<file path="src/rtl/clamp_pkg.sv">
package clamp_pkg;

    typedef enum logic [2:0] {
        MODE_PASS  = 3'd0,
        MODE_FIX8  = 3'd1,
        MODE_FIX10 = 3'd2,
        MODE_FIX12 = 3'd3,
        MODE_PROG  = 3'd4
    } clamp_mode_e;

    // lower edge of the limited video window, left-aligned in comp_w bits
    function automatic int fix_lo(input int comp_w);
        return 16 << (comp_w - 8);
    endfunction

    // upper edge: 235 left-aligned, low bits of the deeper code set to ones
    function automatic int fix_hi(input int depth, input int comp_w);
        return (235 << (comp_w - 8)) | (((1 << (depth - 8)) - 1) << (comp_w - depth));
    endfunction

endpackage

</file>
<file path="src/rtl/clamp_mode_decode.sv">
module clamp_mode_decode
    import clamp_pkg::*;
(
    input  logic        enable,
    input  logic [2:0]  code,
    output clamp_mode_e mode
);

    always_comb begin
        mode = MODE_PASS;
        if (enable) begin
            unique case (code)
                3'd1:    mode = MODE_FIX8;
                3'd2:    mode = MODE_FIX10;
                3'd3:    mode = MODE_FIX12;
                3'd7:    mode = MODE_PROG;
                default: mode = MODE_PASS;
            endcase
        end
    end

endmodule

</file>
<file path="src/rtl/clamp_bound_regs.sv">
module clamp_bound_regs #(
    parameter int COMP_W = 12,
    parameter int NUM_CH = 3,
    parameter int RST_LO = 16,
    parameter int RST_HI = 4079,
    localparam int BUS_W = COMP_W * NUM_CH
) (
    input  logic             clk,
    input  logic             rst_n,
    input  logic             load,
    input  logic [BUS_W-1:0] lo_in,
    input  logic [BUS_W-1:0] hi_in,
    output logic [BUS_W-1:0] lo_q,
    output logic [BUS_W-1:0] hi_q
);

    for (genvar c = 0; c < NUM_CH; c++) begin : g_ch
        always_ff @(posedge clk or negedge rst_n) begin
            if (!rst_n) begin
                lo_q[c*COMP_W +: COMP_W] <= COMP_W'(RST_LO);
                hi_q[c*COMP_W +: COMP_W] <= COMP_W'(RST_HI);
            end else if (load) begin
                lo_q[c*COMP_W +: COMP_W] <= lo_in[c*COMP_W +: COMP_W];
                hi_q[c*COMP_W +: COMP_W] <= hi_in[c*COMP_W +: COMP_W];
            end
        end
    end

    assert_bound_load_R3: assert property (@(posedge clk) disable iff (!rst_n)
        $past(load) |-> (lo_q == $past(lo_in) && hi_q == $past(hi_in)));

    assert_bound_keep_R3: assert property (@(posedge clk) disable iff (!rst_n)
        !$past(load) |-> $stable(lo_q) && $stable(hi_q));

endmodule

</file>
<file path="src/rtl/clamp_bound_sel.sv">
module clamp_bound_sel
    import clamp_pkg::*;
#(
    parameter int COMP_W = 12,
    parameter int NUM_CH = 3,
    localparam int BUS_W = COMP_W * NUM_CH
) (
    input  clamp_mode_e      mode,
    input  logic [BUS_W-1:0] prog_lo,
    input  logic [BUS_W-1:0] prog_hi,
    output logic [BUS_W-1:0] sel_lo,
    output logic [BUS_W-1:0] sel_hi,
    output logic             active
);

    localparam logic [COMP_W-1:0] LO_FIX  = COMP_W'(fix_lo(COMP_W));
    localparam logic [COMP_W-1:0] HI_FIX8 = COMP_W'(fix_hi(8, COMP_W));
    localparam logic [COMP_W-1:0] HI_FIX10 = COMP_W'(fix_hi(10, COMP_W));
    localparam logic [COMP_W-1:0] HI_FIX12 = COMP_W'(fix_hi(12, COMP_W));

    logic [COMP_W-1:0] fixed_hi;

    always_comb begin
        active   = 1'b1;
        fixed_hi = HI_FIX12;
        unique case (mode)
            MODE_PASS:  active = 1'b0;
            MODE_FIX8:  fixed_hi = HI_FIX8;
            MODE_FIX10: fixed_hi = HI_FIX10;
            MODE_FIX12: fixed_hi = HI_FIX12;
            MODE_PROG:  fixed_hi = HI_FIX12;
            default:    active = 1'b0;
        endcase
    end

    for (genvar c = 0; c < NUM_CH; c++) begin : g_ch
        always_comb begin
            if (mode == MODE_PROG) begin
                sel_lo[c*COMP_W +: COMP_W] = prog_lo[c*COMP_W +: COMP_W];
                sel_hi[c*COMP_W +: COMP_W] = prog_hi[c*COMP_W +: COMP_W];
            end else begin
                sel_lo[c*COMP_W +: COMP_W] = LO_FIX;
                sel_hi[c*COMP_W +: COMP_W] = fixed_hi;
            end
        end
    end

endmodule

</file>
<file path="src/rtl/clamp_channel.sv">
module clamp_channel #(
    parameter int COMP_W = 12
) (
    input  logic              active,
    input  logic [COMP_W-1:0] x,
    input  logic [COMP_W-1:0] lo,
    input  logic [COMP_W-1:0] hi,
    output logic [COMP_W-1:0] y
);

    always_comb begin
        if (!active)      y = x;
        else if (x < lo)  y = lo;
        else if (x > hi)  y = hi;
        else              y = x;
    end

    always_comb begin
        if (active && lo <= hi)
            assert_in_window_R7: assert (y >= lo && y <= hi);
    end

endmodule

</file>
<file path="src/rtl/pixel_range_clamp.sv">
module pixel_range_clamp
    import clamp_pkg::*;
#(
    parameter int COMP_W = 12,
    parameter int NUM_CH = 3,
    localparam int BUS_W = COMP_W * NUM_CH
) (
    input  logic             clk,
    input  logic             rst_n,
    input  logic             in_valid,
    input  logic [BUS_W-1:0] in_pix,
    input  logic             clamp_en,
    input  logic [2:0]       fmt_code,
    input  logic             prog_load,
    input  logic [BUS_W-1:0] prog_lo,
    input  logic [BUS_W-1:0] prog_hi,
    output logic             out_valid,
    output logic [BUS_W-1:0] out_pix
);

    clamp_mode_e      mode;
    logic [BUS_W-1:0] reg_lo, reg_hi;
    logic [BUS_W-1:0] win_lo, win_hi;
    logic             win_active;
    logic [BUS_W-1:0] clamped;

    clamp_mode_decode u_decode (
        .enable (clamp_en),
        .code   (fmt_code),
        .mode   (mode)
    );

    clamp_bound_regs #(.COMP_W(COMP_W), .NUM_CH(NUM_CH)) u_bounds (
        .clk   (clk),
        .rst_n (rst_n),
        .load  (prog_load),
        .lo_in (prog_lo),
        .hi_in (prog_hi),
        .lo_q  (reg_lo),
        .hi_q  (reg_hi)
    );

    clamp_bound_sel #(.COMP_W(COMP_W), .NUM_CH(NUM_CH)) u_sel (
        .mode    (mode),
        .prog_lo (reg_lo),
        .prog_hi (reg_hi),
        .sel_lo  (win_lo),
        .sel_hi  (win_hi),
        .active  (win_active)
    );

    for (genvar c = 0; c < NUM_CH; c++) begin : g_ch
        clamp_channel #(.COMP_W(COMP_W)) u_ch (
            .active (win_active),
            .x      (in_pix[c*COMP_W +: COMP_W]),
            .lo     (win_lo[c*COMP_W +: COMP_W]),
            .hi     (win_hi[c*COMP_W +: COMP_W]),
            .y      (clamped[c*COMP_W +: COMP_W])
        );
    end

    always_ff @(posedge clk or negedge rst_n) begin
        if (!rst_n) begin
            out_valid <= 1'b0;
            out_pix   <= '0;
        end else begin
            out_valid <= in_valid;
            if (in_valid)
                out_pix <= clamped;
        end
    end

    assert_valid_delay_R8: assert property (@(posedge clk) disable iff (!rst_n)
        out_valid == $past(in_valid));

    assert_bypass_R5: assert property (@(posedge clk) disable iff (!rst_n)
        $past(in_valid && !clamp_en) |-> out_pix == $past(in_pix));

    assert_spare_codes_R6: assert property (@(posedge clk) disable iff (!rst_n)
        $past(in_valid && clamp_en && fmt_code >= 3'd4 && fmt_code <= 3'd6)
        |-> out_pix == $past(in_pix));

    assert_fix8_window_R2: assert property (@(posedge clk) disable iff (!rst_n)
        $past(in_valid && clamp_en && fmt_code == 3'd1)
        |-> (out_pix[COMP_W-1:0] >= COMP_W'(fix_lo(COMP_W))
             && out_pix[COMP_W-1:0] <= COMP_W'(fix_hi(8, COMP_W))));

    assert_hold_R9: assert property (@(posedge clk) disable iff (!rst_n)
        !$past(in_valid) |-> $stable(out_pix));

endmodule

</file>
<file path="config.mk">
export PLATFORM = sky130hd
export DESIGN_NAME = pixel_range_clamp
export DESIGN_NICKNAME = d
export VERILOG_FILES = /design/src/rtl/clamp_pkg.sv /design/src/rtl/clamp_mode_decode.sv /design/src/rtl/clamp_bound_regs.sv /design/src/rtl/clamp_bound_sel.sv /design/src/rtl/clamp_channel.sv /design/src/rtl/pixel_range_clamp.sv
export SDC_FILE = /design/constraint.sdc
export NUM_CORES = 1
export LEC_CHECK = 0
export BUFFER_PORTS_ARGS = -buffer_cell sky130_fd_sc_hd__buf_2
export CORE_MARGIN = 2
export CORE_UTILIZATION = 30
export DETAILED_ROUTE_END_ITERATION = 8
export PLACE_DENSITY_LB_ADDON = 0.25
export RECOVER_POWER = 50
export SYNTH_ARGS = -nofsm -noshare
export SYNTH_HDL_FRONTEND = slang
export SYNTH_SLANG_ARGS = --single-unit
</file>
<file path="constraint.sdc">
create_clock -name clk -period 7.2 [get_ports clk]
set_input_delay 1.44 -clock clk [delete_from_list [all_inputs] [get_ports clk]]
set_output_delay 1.44 -clock clk [all_outputs]
set_load 0.01 [all_outputs]
</file>
==> impl_metrics.csv <==
group,metric,value,unit
hold_path,hold_path_class,"reg -> reg",
final_layout,fin_cells,1217,
yosys,yosysSeqAreaShare,39.0,%
yosys,avgSynthCellArea,9.35,sq um
floorplan,rows,56,
yosys,synth.distinct_cells,65,
final_layout,finish.instance_area,8420,sq um
worst_setup_path,rrSetupSlack,4.18,ns
drt,first_pass_iters,4,
worst_setup_path,startpoint,"in_valid",
drt,ant_nets,0,
worst_setup_path,cp-start-kind,"primary input",
worst_setup_path,worst_ep_required_time,7.46,ns
cts,clock-root-buffer,"clkbuf_16",
yosys,synth_warnings,0,
timing,fmax,193,MHz
job,drv_cap,3,
global_routing,grt_max_degree,71,
place,gp_congestion,0.807,
yosys,syn_area,7110,sq um
worst_setup_path,r2r-end,"out_pix[24]",
global_routing,grt_first_pass_wirelength,34.1,mm
final_layout,nNetsFinal,1077,
hold_path,hold_path_end,"out_pix[29]",
worst_setup_path,crit_arrival,5.45,ns
cts,cts.repair.resized,0,
cts,htree_levels,3,
drt,drt_iter0_markers,360,
final_layout,multi_input_area,3990,sq um
drt,drc,0,
cts,cts.sinks,109,
final_layout,fillCellCount,2452,
timing,finalSetupTns,0,ns
timing,fin_skew,0.0105,ns
timing,tightest_slew,3.86,ns
global_routing,grt_pass1_vias,6260,
worst_setup_path,path_max_fanout,50,
timing,slew_violations,159,
place,numPortBuffers,152,
place,dp_hpwl,16.0,mm
final_layout,areaGrowthSynthToFinish,18.5,%
floorplan,start_util,30.5,%
global_routing,track_usage,17.7,%
global_routing,grt_overflow_total,0,
final_layout,seq_area,2770,sq um
power,ir_worst_vdd,0.0963,mV
timing,timing.hold.ws,0.506,ns
timing,finalCritPeriodShare,72.1,%
timing,min_period,5.19,ns
yosys,post-synth-top-count-cell,"nand2_1",
floorplan,die_area,24900,sq um
drt,vias,6201,
worst_setup_path,cp-end-kind,"flop",
timing,setup_violations,0,
place,place_area,8140,sq um
floorplan,die_w,158,um
cts,cts_tree,"built",
cts,clkSlewWorstSetupHoldPaths,0.08,ns
worst_setup_path,critical_path_class,"in -> reg",
timing,hold_viol,0,
yosys,syn_inst,760,
yosys,synth_edf_count,0,
floorplan,die_h,158,um
worst_setup_path,rr_worst_depth,9,
global_routing,antenna_found_initial,1,
yosys,synth_nets,945,
status,outcome,"complete, but fails checks",
cts,cts_hold_buf,0,
final_layout,drive_gt1_share,27.3,%
status,failed_checks,"max-capacitance violations, max-slew violations",
floorplan,boundaryPins,153,
yosys,synth_top_flop_cell,"dfrtp_1",
yosys,synth_common_cells,"nand2_1 (96), dfrtp_1 (73), ha_1 (69)",
final_layout,fin_util,36.1,%
place,dp.cells,1200,
cts,numCtsBuffers,9,
hold_path,whs_path_depth,2,
yosys,synth_area_leaders,"dfrtp_1 (26%), dfstp_2 (13%), ha_1 (12%)",
cts,ctsLongestPathBuffers,2,
floorplan,core_area,23300,sq um
cts,post_cts_buffers,0,
yosys,yosysTopAreaCell,"dfrtp_1",
drt,via_per_inst,5.10,
cts,clk_latency,0.36,ns
hold_path,holdCritStartpoint,"out_pix[29]",
yosys,async_flop_share,100,%
power,leakage,3.74,nW
timing,grt_setup_unrepaired,"false",
power,p_per_area,194,nW/um^2
yosys,synth_top_area_share,25.7,%
drt,drt_wl_total,22.0,mm
drt,avgRoutedWirePerCell,18.1,um
worst_setup_path,rr_startpoint,"u_bounds.hi_q[27]",
timing,slew_headroom,-157,%
yosys,ys_seq_elements,109,
==> critical path, cell delays in order <==
cell	delay (ns)
buf_2	0.07
clkbuf_1	1.74
inv_2	0.59
buf_4	0.45
a21oi_1	0.62
o21ai_0	0.26
o221ai_1	0.24
==> through the flow <==
| stage | power (W) | setup WS, ns |
|---|---|---|
| 3_5_place_dp | 0.00108 | 2.15 |
| 6_report | 0.00163 | 2.01 |
| 4_1_cts | 0.00166 | 2.54 |
| 3_3_place_gp | 0.00108 | 2.25 |
| 2_1_floorplan | 0.000930 | 3.00 |
| 5_1_grt | 0.00172 | 1.75 |
==> cell type report <==
type / count / share of cell area, %
Antenna cell: 1 / 0.0297
Inverter: 44 / 1.96
Clock inverter: 7 / 1.26
Sequential cell: 109 / 32.9
Clock buffer: 9 / 2.67
Tap cell: 319 / 4.74
Timing Repair Buffer: 158 / 9.00
Multi-Input combinational cell: 570 / 47.4
==> registers in the layout (all words and copies together) (netlist names) <==
signal,cells
out_pix,36
out_valid,1
u_bounds.hi_q,36
u_bounds.lo_q,36
==> cell families after synthesis <==
kind of cell    synth area share, %
fa+ha+maj                      12.3
flops                          39.0
buf+inv                        4.84
compound gates                 21.1
mux                            7.78
simple gates                   15.0
==> per-layer routing <==
layer  track usage (%)  part of all wire [%]  up-vias
li1                  -                     -     3057
met1              23.9                    48     3000
met2              29.3                    47      130
met3              3.67                   4.7       14
met4              3.72                  0.95        0
met5                 0                     0        -
==> worst max-delay path by stage <==
| stage | endpoint | slack (ns) | cells past startpoint |
|---|---|---|---|
| after floorplan | out_pix[24] | 3.00 | 14 |
| after global placement | out_pix[1] | 2.25 | 11 |
| after detailed placement | out_pix[24] | 2.15 | 12 |
| after CTS | out_pix[24] | 2.54 | 12 |
| after global routing | out_pix[11] | 1.75 | 7 |
| final | out_pix[11] | 2.01 | 7 |
==> power breakdown <==
group | switching (W) | internal [W]
Clock | 0.000257 | 0.000312
Sequential | 0.0000456 | 0.000693
Combinational | 0.000187 | 0.000135
==> placed cells by master (no fill, tap or decap), types with 43 or more instances in the layout <==
master / instances
buf_2: 117
ha_1: 69
dfrtp_1: 73
mux2_2: 46
o21ai_0: 66
nor2_1: 49
inv_1: 43
nand2_1: 96
a21oi_1: 58
(Power assumes the default switching activity.)
